===== src/rtl/bsc_pkg.sv =====
package bsc_pkg;
  localparam int REG_W    = 8;
  localparam int BIT_CHG  = 0;
  localparam int BIT_DSG  = 1;
  localparam int BIT_STAT = 2;
  localparam int BIT_RDIS = 3;

  typedef struct packed {
    logic rdis;
    logic dsg;
    logic chg;
  } bsc_bits_t;

  localparam bsc_bits_t BITS_RST = '{rdis: 1'b1, dsg: 1'b0, chg: 1'b0};
endpackage


===== src/rtl/bsc_bits.sv =====
module bsc_bits
  import bsc_pkg::*;
#(
  parameter int W = REG_W
) (
  input  logic            clk,
  input  logic            rst,
  input  logic            wr_en,
  input  logic [W-1:0]    wr_data,
  input  logic            prot,
  output bsc_bits_t       bits_d
);
  bsc_bits_t bits_q;

  always_comb begin
    bits_d = bits_q;
    if (wr_en) begin
      bits_d.rdis = wr_data[BIT_RDIS];
      bits_d.dsg  = wr_data[BIT_DSG];
      bits_d.chg  = wr_data[BIT_CHG];
    end
    if (prot) begin
      bits_d.dsg = 1'b0;
      bits_d.chg = 1'b0;
    end
  end

  always_ff @(posedge clk) begin
    if (rst) bits_q <= BITS_RST;
    else     bits_q <= bits_d;
  end
endmodule


===== src/rtl/bsc_outs.sv =====
module bsc_outs
  import bsc_pkg::*;
#(
  parameter int W         = REG_W,
  parameter int N_DSG_DET = 3,
  parameter int N_CHG_DET = 2
) (
  input  logic                 clk,
  input  logic                 rst,
  input  bsc_bits_t            bits_d,
  input  logic                 prot,
  input  logic                 irst,
  output logic [W-1:0]         rd_data,
  output logic                 chg_drv,
  output logic                 dsg_drv,
  output logic                 rcv_mode,
  output logic [N_DSG_DET-1:0] dsg_det,
  output logic [N_CHG_DET-1:0] chg_det
);
  localparam logic [W-1:0] RD_RST = W'(1) << BIT_RDIS;

  logic         eff_dis;
  logic         chg_gate;
  logic [W-1:0] rd_n;

  always_comb begin
    eff_dis            = bits_d.rdis | prot | irst;
    chg_gate           = bits_d.chg | ~eff_dis;
    rd_n               = '0;
    rd_n[BIT_RDIS]     = eff_dis;
    rd_n[BIT_STAT]     = prot;
    rd_n[BIT_DSG]      = bits_d.dsg;
    rd_n[BIT_CHG]      = bits_d.chg;
  end

  always_ff @(posedge clk) begin
    if (rst) begin
      rd_data  <= RD_RST;
      chg_drv  <= 1'b0;
      dsg_drv  <= 1'b0;
      rcv_mode <= 1'b0;
    end else begin
      rd_data  <= rd_n;
      chg_drv  <= bits_d.chg & ~irst & ~prot;
      dsg_drv  <= bits_d.dsg & ~irst & ~prot;
      rcv_mode <= ~eff_dis;
    end
  end

  for (genvar g = 0; g < N_DSG_DET; g++) begin : g_dsg_det
    always_ff @(posedge clk) begin
      if (rst) dsg_det[g] <= 1'b0;
      else     dsg_det[g] <= bits_d.dsg;
    end
  end

  for (genvar g = 0; g < N_CHG_DET; g++) begin : g_chg_det
    always_ff @(posedge clk) begin
      if (rst) chg_det[g] <= 1'b0;
      else     chg_det[g] <= chg_gate;
    end
  end
endmodule


===== src/rtl/batt_switch_ctl.sv =====
module batt_switch_ctl
  import bsc_pkg::*;
#(
  parameter int N_DSG_DET = 3,
  parameter int N_CHG_DET = 2
) (
  input  logic                 clk,
  input  logic                 rst,
  input  logic                 int_rst_i,
  input  logic                 prot_act_i,
  input  logic                 wr_en_i,
  input  logic [REG_W-1:0]     wr_data_i,
  output logic [REG_W-1:0]     rd_data_o,
  output logic                 chg_drv_o,
  output logic                 dsg_drv_o,
  output logic                 rcv_mode_o,
  output logic [N_DSG_DET-1:0] dsg_det_en_o,
  output logic [N_CHG_DET-1:0] chg_det_en_o
);
  bsc_bits_t bits_d;

  bsc_bits #(.W(REG_W)) u_bits (
    .clk     (clk),
    .rst     (rst),
    .wr_en   (wr_en_i),
    .wr_data (wr_data_i),
    .prot    (prot_act_i),
    .bits_d  (bits_d)
  );

  bsc_outs #(
    .W         (REG_W),
    .N_DSG_DET (N_DSG_DET),
    .N_CHG_DET (N_CHG_DET)
  ) u_outs (
    .clk      (clk),
    .rst      (rst),
    .bits_d   (bits_d),
    .prot     (prot_act_i),
    .irst     (int_rst_i),
    .rd_data  (rd_data_o),
    .chg_drv  (chg_drv_o),
    .dsg_drv  (dsg_drv_o),
    .rcv_mode (rcv_mode_o),
    .dsg_det  (dsg_det_en_o),
    .chg_det  (chg_det_en_o)
  );
endmodule


===== config.mk =====
export PLATFORM = sky130hd
export DESIGN_NAME = batt_switch_ctl
export DESIGN_NICKNAME = d
export VERILOG_FILES = /design/src/rtl/bsc_pkg.sv /design/src/rtl/bsc_bits.sv /design/src/rtl/bsc_outs.sv /design/src/rtl/batt_switch_ctl.sv
export SDC_FILE = /design/constraint.sdc
export NUM_CORES = 1
export LEC_CHECK = 0
export BUFFER_PORTS_ARGS = -buffer_cell sky130_fd_sc_hd__buf_2
export CAP_MARGIN = 20
export CORE_AREA = 2 2 39 41
export CTS_BUF_LIST = sky130_fd_sc_hd__clkbuf_8
export CTS_CLUSTER_SIZE = 40
export DETAILED_ROUTE_END_ITERATION = 7
export DIE_AREA = 0 0 41 43
export HOLD_SLACK_MARGIN = 0.08
export SLEW_MARGIN = 5
export SYNTH_ARGS = -nofsm -noshare
export SYNTH_HDL_FRONTEND = slang
export SYNTH_SLANG_ARGS = --single-unit

===== constraint.sdc =====
create_clock -name clk -period 1 [get_ports clk]
set_clock_uncertainty 0.05 [all_clocks]
set_input_delay 0.1 -clock clk [delete_from_list [all_inputs] [get_ports clk]]
set_output_delay 0.1 -clock clk [all_outputs]
set_load 0.05 [all_outputs]

# Word-level counts from Yosys, hierarchy flattened
# Cells that the tools add are included.
op_classes:
  n_mux: 2
  bitwise_logic: 10
op_table:
  columns: ["operator", "n"]
  rows:
  - ["$and A1 B1 Y1", 4]
  - ["$mux W3", 1]
  - ["$not A1 Y1", 3]
  - ["$or A1 B1 Y1", 3]
  - ["$mux W2", 1]
word_totals:
  ff_bits: 15
  inputBits: 13
  out_inout_bits: 16
  wordCells: 21

# Logic depth before layout (Yosys ltp)
# Gate-level depths: netlist of the first run.
depth:
  ltp_word: 5
  depth_mapped: 2
  ltp_nobuf: 2

# By module
# Synthesis of the first run repeated with hierarchy kept, for this count alone.
hier_totals:
  cells_unflattened: 36
  hier_area_um2: 409.1
by_module_without_submodules:
  columns: ["module", "instances", "cells_per_inst", "area_per_inst_um2", "seq_area_each_um2"]
  rows:
  - ["bsc_outs", 1, 25, 290.3, 160.2]
  - ["bsc_bits", 1, 11, 118.9, 60.1]

# Least setup slack after synthesis of the first run
# Ideal clock, no wire load.
synth_path:
  kind: "register -> output"
  from: "reg u_outs.chg_det[0] (netlist name)"
  to: "out chg_det_en_o[1]"
  arrival_time_ns: 0.894
  required_ns: 0.850
  path_slack_ns: -0.044
  path_stages_with_launch: 2
  path_buffers: 1
  cell_sequence: "dfxtp_1 > buf_4"
synth_rtl:
  columns: ["element", "line_no", "source"]
  rows:
  - ["end, declared", "batt_switch_ctl.sv:18", "output logic [N_CHG_DET-1:0] chg_det_en_o"]

==> results of run 1 <==
==> flip-flops by register name, indices dropped and copies added, names as in the netlist <==
name / cells
u_outs.rd_data: 4
u_outs.rcv_mode: 1
u_outs.chg_drv: 1
u_outs.chg_det: 1
u_outs.dsg_drv: 1
u_bits.bits_q: 1
==> power breakdown <==
part	internal (mW)	leakage [nW]	switching (mW)
Sequential	0.373	0.0740	0.00433
Combinational	0.0480	0.147	0.123
Clock	0.267	0.0269	0.139
Total	0.688	0.248	0.267
==> cell type report <==
class                      count  area [sq um]  area share
clock buffer                   3         41.29     0.08229
clock inverter                 1         3.754    0.007481
multi-input combinational     17         117.6      0.2344
sequential                     9         181.4      0.3616
tap                           16         20.02     0.03990
timing repair buffer          23         137.6      0.2743
==> layer usage <==
metal	part of all wire	global-route usage
met5	0	0
met4	0.056	0.1400
met3	0.13	0.02094
met2	0.45	0.09688
met1	0.36	0.05806
==> placed cells by master, fill, tap and decap left out <==
cell           netlist  layout
buf_2                0      15
buf_4               10       7
clkbuf_8             0       3
conb_1               1       4
dfxtp_1              9       8
dfxtp_2              0       1
dlygate4sd3_1        0       1
inv_1                0       1
mux2_2               1       1
mux2i_1              2       2
nor2_1               1       1
nor2b_1              1       1
nor3_1               2       2
nor4_1               2       1
nor4_2               0       1
o32ai_1              1       1
or2_1                2       2
or3_4                1       1
==> timing repair <==
action | CTS | global route
endpoints found under the hold margin | 2 | 0
resized for setup | 0 | 9
setup endpoints to repair | 4 | 5
cloned | 0 | 0
hold buffers | 1 | 0
pin swaps | 0 | 0
==> cells by family after synthesis <==
| family | share of synthesized area |
|---|---|
| compound gates | 0.02465 |
| buf+inv | 0.2113 |
| flops | 0.5070 |
| mux | 0.08803 |
| other cells | 0.01055 |
| simple gates | 0.1584 |
==> path summary, 6_finish.rpt <==
kind / startpoint / to / slack, ns / cells past startpoint
hold reg to reg: u_bits.bits_q[2] / u_outs.rcv_mode / 0.50 / 2
hold / removal: int_rst_i / u_outs.rcv_mode / 0.10 / 3
setup reg to reg: u_bits.bits_q[2] / u_outs.rd_data[3] / 0.05 / 2
setup / recovery: u_outs.rd_data[1] / dsg_det_en_o[0] / 0.01 / 1
==> through the flow <==
step	instances	power [mW]	cell area, sq um	setup WS, ns	TNS, ns
after global placement	64	0.5469	430.4	0.02828	0
after CTS	69	0.9659	485.5	-0.03847	-0.1506
after global routing	69	0.9964	501.7	-0.03101	-0.1260
after detailed placement	64	0.5470	430.4	0.03263	0
final	69	0.9549	501.7	0.01460	0
after floorplan	36	0.5218	367.9	0.07525	0
==> impl_metrics.env, run 1 <==
export IMPL_status="complete, no violations"
export IMPL_fin_crit_sh=0.9854
export IMPL_synth_flop_cell="dfxtp_1"
export IMPL_drt_iter0_markers=0
export IMPL_overflow=0
export IMPL_synth_top_cells_by_area="dfxtp_1 51%, buf_4 21%, mux2i_1 5.6%"
export IMPL_antenna_found_initial=0
export IMPL_area_growth_pct=41.20
export IMPL_rsz0062_at_grt="yes"
export IMPL_yosysMostFrequentCell="buf_4"
export IMPL_place_congestion=0.6177
export IMPL_ys_ff_latch=9
export IMPL_vias_per_cell=4.072
export IMPL_crit_type="reg2out"
export IMPL_whs_ns=0.1030
export IMPL_wl_per_cell_microns=8.841
export IMPL_pin_count=29
export IMPL_powerDensity_nw_per_um2=1903
export IMPL_final_setup_viol_count=0
export IMPL_initial_core_util=0.2568
export IMPL_postSynthAreaPerCell_sq_um=10.77
export IMPL_drv_slew=0
export IMPL_startpoint_type="register"
export IMPL_worst_path_dominant_cell_family="flip-flops"
export IMPL_core_sq_um=1384
export IMPL_root_buffer="clkbuf_8"
export IMPL_worst_path_max_delay_cell="dfxtp_1"
export IMPL_critical_path_buf_inv_count=1
export IMPL_via_count=281
export IMPL_synth_common_cells="10 x buf_4, 9 x dfxtp_1"
export IMPL_place_port_buffers=19
export IMPL_grt_pass1_vias=212
export IMPL_cts_max_level=1
export IMPL_cpPeakStageDelay_ns=0.38
export IMPL_fp_dieH_microns=43
export IMPL_cts_setup_buffers=0
export IMPL_power_leakage_nw=0.2482
export IMPL_drive_above_1_share=0.5472
export IMPL_seq_area_frac_synth=0.5070
export IMPL_min_period_ns=0.9854
export IMPL_final_hold_viol_count=0
export IMPL_yosysWarnings=0
export IMPL_maxCapViolations=0
export IMPL_ys_types=12
export IMPL_clkTransAtPathRegs_ns=0.04
export IMPL_clock_path_buffers=2
export IMPL_cts_tree="built"
export IMPL_grt_usage=0.07437
export IMPL_nFillCells=148
export IMPL_worstPathMaxFanout=5
export IMPL_clkSinkCount=9
export IMPL_grt_max_degree=8
export IMPL_synth_edff_count=0
export IMPL_hp_class="in2reg"
export IMPL_rows=14
export IMPL_ant_nets=0
export IMPL_wirelength_microns=610
export IMPL_n_antenna_cell=0
export IMPL_fmax_ghz=1.015
export IMPL_ir_drop_uv=398.8
export IMPL_dieArea_sq_um=1763
export IMPL_syn_instance_count=33
export IMPL_drt_pre_antenna_iters=1
export IMPL_arrival_ns=0.84
export IMPL_grt_pass1_wl_microns=745
export IMPL_yosys_area_top_type="dfxtp_1"
export IMPL_cp_required_ns=0.85
export IMPL_numCtsBuffers=3
export IMPL_final_core_util=0.3626
export IMPL_drc_errors=0
export IMPL_chipWidth_microns=41
export IMPL_synth_top_area_frac=0.5070
export IMPL_postSynth_asyncResetShare=0
export IMPL_nNetsFinal=67
export IMPL_cp_cell_sequence="buf_4"
export IMPL_end_kind="output port"
export IMPL_synthesis_area_sq_um=355.3
export IMPL_clk_latency_ns=0.23
(Power assumes the default switching activity.)
==> run 2, diff against run 1 <==
==> constraint.sdc (replaced) <==
create_clock -name clk -period 1 [get_ports clk]
set_clock_uncertainty 0.05 [all_clocks]
set_input_delay 0.1 -clock clk [delete_from_list [all_inputs] [get_ports clk]]
set_output_delay 0.1 -clock clk [all_outputs]
set_load 0.1 [all_outputs]
==> run 2 against run 1 <==
Highest routed layer unchanged. Combinational power grew 87%. Critical path depth grew 1. Worst setup slack lost 0.035 ns. Power grew 17%. Design area is 38% higher. Clock power rose by 1%. Critical path type unchanged. Clock-buffer cell count unchanged. The run now ends with negative setup slack left. Die area did not move. Global-route usage rose by 2.7 points. Core utilization is 14 points higher. Worst hold slack lost 0.086 ns. First-iteration DRC count increased by 1.
==> impl_metrics.env, run 2 (same netlist as run 1, synthesis figures left out) <==
export IMPL_cpPeakStageDelay_ns=0.34
export IMPL_final_common_cell="buf_12"
export IMPL_cp_required_ns=0.85
export IMPL_maxCapViolations=0
export IMPL_place_congestion=0.6536
export IMPL_rows=14
export IMPL_largest_reg_flops=4
export IMPL_cp_cell_sequence="buf_12 -> buf_12"
export IMPL_min_period_ns=1.020
export IMPL_rsz0062_at_grt="yes"
export IMPL_overflow=0
export IMPL_worstPathMaxFanout=4
export IMPL_crit_type="reg2out"
export IMPL_initial_core_util=0.2568
export IMPL_arrival_ns=0.87
export IMPL_startpoint_type="register"
export IMPL_place_port_buffers=19
export IMPL_antenna_found_initial=0
export IMPL_clock_path_buffers=2
export IMPL_root_buffer="clkbuf_8"
export IMPL_fmax_ghz=0.9800
export IMPL_vias_per_cell=4.101
export IMPL_cts_max_level=1
export IMPL_grt_pass1_vias=286
export IMPL_grt_pass1_wl_microns=1076
export IMPL_worst_path_max_delay_cell="dfxtp_2"
export IMPL_fin_crit_sh=1.020
export IMPL_hp_class="in2reg"
export IMPL_power_leakage_nw=0.2962
export IMPL_nNetsFinal=67
export IMPL_wirelength_microns=680
export IMPL_n_antenna_cell=0
export IMPL_place_area_sq_um=646.9
export IMPL_drive_above_1_share=0.6981
export IMPL_cts_tree="built"
export IMPL_ant_nets=0
export IMPL_violations="negative setup slack"
export IMPL_final_core_util=0.5009
export IMPL_regMostFlops="u_outs.rd_data"
export IMPL_grt_max_degree=8
export IMPL_drv_slew=0
export IMPL_postCtsHoldBufs=1
export IMPL_pin_count=29
export IMPL_core_sq_um=1384
export IMPL_ir_drop_uv=549.7
export IMPL_stdcell_count=69
export IMPL_tns_ns=-0.08021
export IMPL_layout_setup_ws_ns=-0.02045
export IMPL_hpwl_microns=574.6
export IMPL_cp_common_cell="buf_12"
export IMPL_status="finished, violations left"
export IMPL_place_inst=66
export IMPL_clkTransAtPathRegs_ns=0.04
export IMPL_power_mw=1.117
export IMPL_clkSinkCount=9
export IMPL_grt_usage=0.1018
export IMPL_drt_pre_antenna_iters=3
export IMPL_drt_iter0_markers=1
export IMPL_final_setup_viol_count=4
export IMPL_via_count=283
export IMPL_powerDensity_nw_per_um2=1612
export IMPL_chipWidth_microns=41
export IMPL_area_growth_pct=95.07
export IMPL_numCtsBuffers=3
export IMPL_clk_latency_ns=0.23
export IMPL_end_kind="output port"
export IMPL_mostFrequentLayoutCells="13 x buf_12, 7 x buf_2, 7 x dfxtp_2, 4 x conb_1"
export IMPL_wl_per_cell_microns=9.855
export IMPL_fp_dieH_microns=43
export IMPL_dieArea_sq_um=1763
export IMPL_final_hold_viol_count=0
export IMPL_stdcell_area_sq_um=693.2
export IMPL_drc_errors=0
==> run 2: where the power goes <==
group	switching, mW	leakage, nW	internal (mW)
clock network	0.145	0.0269	0.267
registers	0.0108	0.0764	0.374
logic	0.222	0.193	0.0981
==> run 2: area by class of cell <==
class,instances,area (sq um)
multi-input combinational,17,117.6
timing repair buffer,23,317.8
sequential,9,192.7
fill,121,690.7
clock inverter,1,3.754
tap,16,20.02
clock buffer,3,41.29
==> run 2: critical path, delay by kind of cell (launching register included) <==
family / cells / cell delay, ns
flip-flops: 1 / 0.34
buffers and inverters: 2 / 0.29
==> run 2: per-layer routing <==
| metal | vias up | track usage | part of all wire | wire length, microns |
|---|---|---|---|---|
| met1 | 123 | 0.08143 | 0.32 | 218 |
| met4 | 0 | 0.1200 | 0.043 | 29 |
| met3 | 2 | 0.04712 | 0.12 | 79 |
| met2 | 21 | 0.1531 | 0.52 | 352 |
| met5 | - | 0 | 0 | 0 |
| li1 | 137 | - | - | - |
==> run 2: worst paths after layout <==
check	start	to	slack [ns]	depth (start not counted)
setup / recovery	u_outs.rd_data[1]	dsg_det_en_o[1]	-0.02	2
hold / removal	int_rst_i	u_outs.chg_drv	0.02	2
setup reg to reg	u_bits.bits_q[2]	u_outs.rd_data[3]	0.04	2
hold reg to reg	u_bits.bits_q[2]	u_outs.rcv_mode	0.50	2
==> run 2: stage by stage <==
stage | hold slack [ns] | worst slack [ns]
after global routing | 0.03713 | -0.04923
final | 0.01668 | -0.02045
after CTS | 0.09532 | -0.03095
after detailed placement | 0.2568 | 0.01228
after floorplan | 0.1142 | -0.01161
after global placement | 0.2549 | 0.02221
==> run 2: what timing repair did <==
item / in CTS / in global routing
endpoints found under the hold margin: 2 / 2
resized for setup: 1 / 2
pin swaps: 0 / 1
buffers inserted: 0 / 0
endpoints found under the setup margin: 4 / 7
cloned: 0 / 0
==> run 3, diff against run 2 <==
--- a/config.mk
+++ b/config.mk
@@ -13,6 +13,7 @@
 export DETAILED_ROUTE_END_ITERATION = 7
 export DIE_AREA = 0 0 41 43
 export HOLD_SLACK_MARGIN = 0.08
+export SETUP_SLACK_MARGIN = 0.1
 export SLEW_MARGIN = 5
 export SYNTH_ARGS = -nofsm -noshare
 export SYNTH_HDL_FRONTEND = slang
==> run 3 against run 2 <==
The flow still finishes with violations (negative setup slack). Sequential power about the same. Worst hold slack improved by 0.018 ns. First-iteration DRC count increased by 100%. Clock-buffer cell count unchanged. Die area unchanged. Final cell count increased by 1.4%. Routed wire length increased by 23%. Register-to-register slack about the same. Global-route usage increased by 1.2 points. Maximum frequency about the same. Worst setup slack about the same. Sequential share of layout area decreased by 0.93 points. Highest routed layer unchanged.
==> impl_metrics.env, run 3 (same netlist as run 1, synthesis figures left out) <==
export IMPL_clkTransAtPathRegs_ns=0.05
export IMPL_pin_count=29
export IMPL_clock_path_buffers=2
export IMPL_end_kind="output port"
export IMPL_largest_reg_flops=4
export IMPL_p_seq_frac=0.343
export IMPL_drt_iter0_markers=2
export IMPL_mostFrequentLayoutCells="13 x buf_12, 8 x dfxtp_2, 7 x buf_2, 4 x conb_1"
export IMPL_vias_per_cell=4.100
export IMPL_violations="negative setup slack"
export IMPL_antenna_found_initial=0
export IMPL_hpwl_microns=630.7
export IMPL_hp_class="in2reg"
export IMPL_core_sq_um=1384
export IMPL_cts_tree="built"
export IMPL_clk_latency_ns=0.23
export IMPL_place_port_buffers=19
export IMPL_wirelength_microns=838
export IMPL_n_antenna_cell=0
export IMPL_place_congestion=0.7083
export IMPL_worstPathMaxFanout=4
export IMPL_final_common_cell="buf_12"
export IMPL_crit_type="reg2out"
export IMPL_whs_ns=0.03434
export IMPL_root_buffer="clkbuf_8"
export IMPL_nFillCells=121
export IMPL_via_count=287
export IMPL_ant_nets=0
export IMPL_rows=14
export IMPL_cp_required_ns=0.85
export IMPL_p_sw_mw=0.3751
export IMPL_seq_area_sq_um=193.9
export IMPL_netSwitchingFraction=0.3345
export IMPL_status="finished, violations left"
export IMPL_overflow=0
export IMPL_powerDensity_nw_per_um2=1553
export IMPL_ir_drop_uv=762.8
export IMPL_fmax_ghz=0.9803
export IMPL_wl_per_cell_microns=11.97
export IMPL_grt_pass1_wl_microns=1235
export IMPL_final_hold_viol_count=0
export IMPL_maxCapViolations=0
export IMPL_initial_core_util=0.2568
export IMPL_area_growth_pct=103.2
export IMPL_multi_input_area_sq_um=133.9
export IMPL_grt_pass1_vias=272
export IMPL_power_leakage_nw=0.3067
export IMPL_drc_errors=0
export IMPL_clkPwrFrac=0.358
export IMPL_drt_pre_antenna_iters=4
export IMPL_cts_max_level=1
export IMPL_final_setup_viol_count=4
export IMPL_startpoint_type="register"
export IMPL_dieArea_sq_um=1763
export IMPL_fin_crit_sh=1.020
export IMPL_pre_cts_slack_ns=0.003219
export IMPL_regMostFlops="u_outs.rd_data"
export IMPL_fp_dieH_microns=43
export IMPL_grt_max_degree=8
export IMPL_drive_above_1_share=0.7407
export IMPL_chipWidth_microns=41
export IMPL_grt_usage=0.1139
export IMPL_layout_setup_ws_ns=-0.02006
export IMPL_arrival_ns=0.87
export IMPL_rsz0062_at_grt="yes"
export IMPL_numCtsBuffers=3
export IMPL_nNetsFinal=68
export IMPL_internal_power_mw=0.7463
export IMPL_clkSinkCount=9
export IMPL_min_period_ns=1.020
export IMPL_p_comb_frac=0.299
export IMPL_drv_slew=0
run 3: cell count changes in the layout (fill, tap and decap cells not counted):
cell	previous run	this run
buf_6	0	1
dfxtp_1	1	0
dfxtp_2	7	8
mux2_2	1	0
mux2_4	0	1
mux2i_1	2	1
mux2i_4	0	1
run 3: timing repair:
item,4_1_cts,5_1_grt
endpoints found under the hold margin,2,2
gates resized for setup,5,2
cloned,0,0
setup buffers,1,0
endpoints found under the setup margin,9,12
run 3: worst paths after layout:
check                           slack [ns]  depth (start not counted)                end              start
worst max-delay path                 -0.02                          2    dsg_det_en_o[2]  u_outs.rd_data[1]
worst min-delay path                  0.03                          2     u_outs.chg_drv          int_rst_i
worst max register to register        0.04                          2  u_outs.rd_data[3]   u_bits.bits_q[2]
worst min register to register        0.50                          2    u_outs.rcv_mode   u_bits.bits_q[2]
run 3: critical path: stages, from the launching register on:
cell and delay (ns):
dfxtp_2 0.34, buf_12 0.13, buf_12 0.17
run 3: final cells by class:
type / instances / share of cell area
repair buffers: 24 / 0.4558
flip-flops and latches: 9 / 0.2686
multi-input cells: 17 / 0.1854
clock buffers: 3 / 0.05719
well taps: 16 / 0.02773
clock inverters: 1 / 0.005199
run 3: power groups by stage:
stage	Sequential, mW	Combinational, mW	Clock, mW
3_5_place_dp	0.390	0.323	0
3_3_place_gp	0.390	0.320	0
4_1_cts	0.384	0.333	0.413
6_report	0.385	0.336	0.401
2_1_floorplan	0.442	0.177	0
5_1_grt	0.385	0.345	0.432
run 3: stage by stage:
| stage | util | power, mW | std cells | TNS [ns] | area (sq um) |
|---|---|---|---|---|---|
| 4_1_cts | 0.5163 | 1.131 | 70 | -0.09441 | 714.4 |
| 3_3_place_gp | 0.4647 | 0.7099 | 65 | 0 | 643.1 |
| 2_1_floorplan | - | 0.6183 | 36 | -0.01161 | 380.4 |
| 3_5_place_dp | 0.4647 | 0.7131 | 65 | 0 | 643.1 |
| 5_1_grt | 0.5217 | 1.162 | 70 | -0.1568 | 721.9 |
| 6_report | 0.5217 | 1.121 | 70 | -0.07325 | 721.9 |
run 3: routing by layer:
layer | vias to the layer above | share of wire | track usage | wire (microns)
met4 | 0 | 0.0095 | 0.08000 | 8
li1 | 140 | - | - | -
met3 | 2 | 0.091 | 0.04712 | 76
met1 | 128 | 0.37 | 0.1107 | 310
met2 | 17 | 0.53 | 0.1813 | 443
met5 | - | 0 | 0 | 0
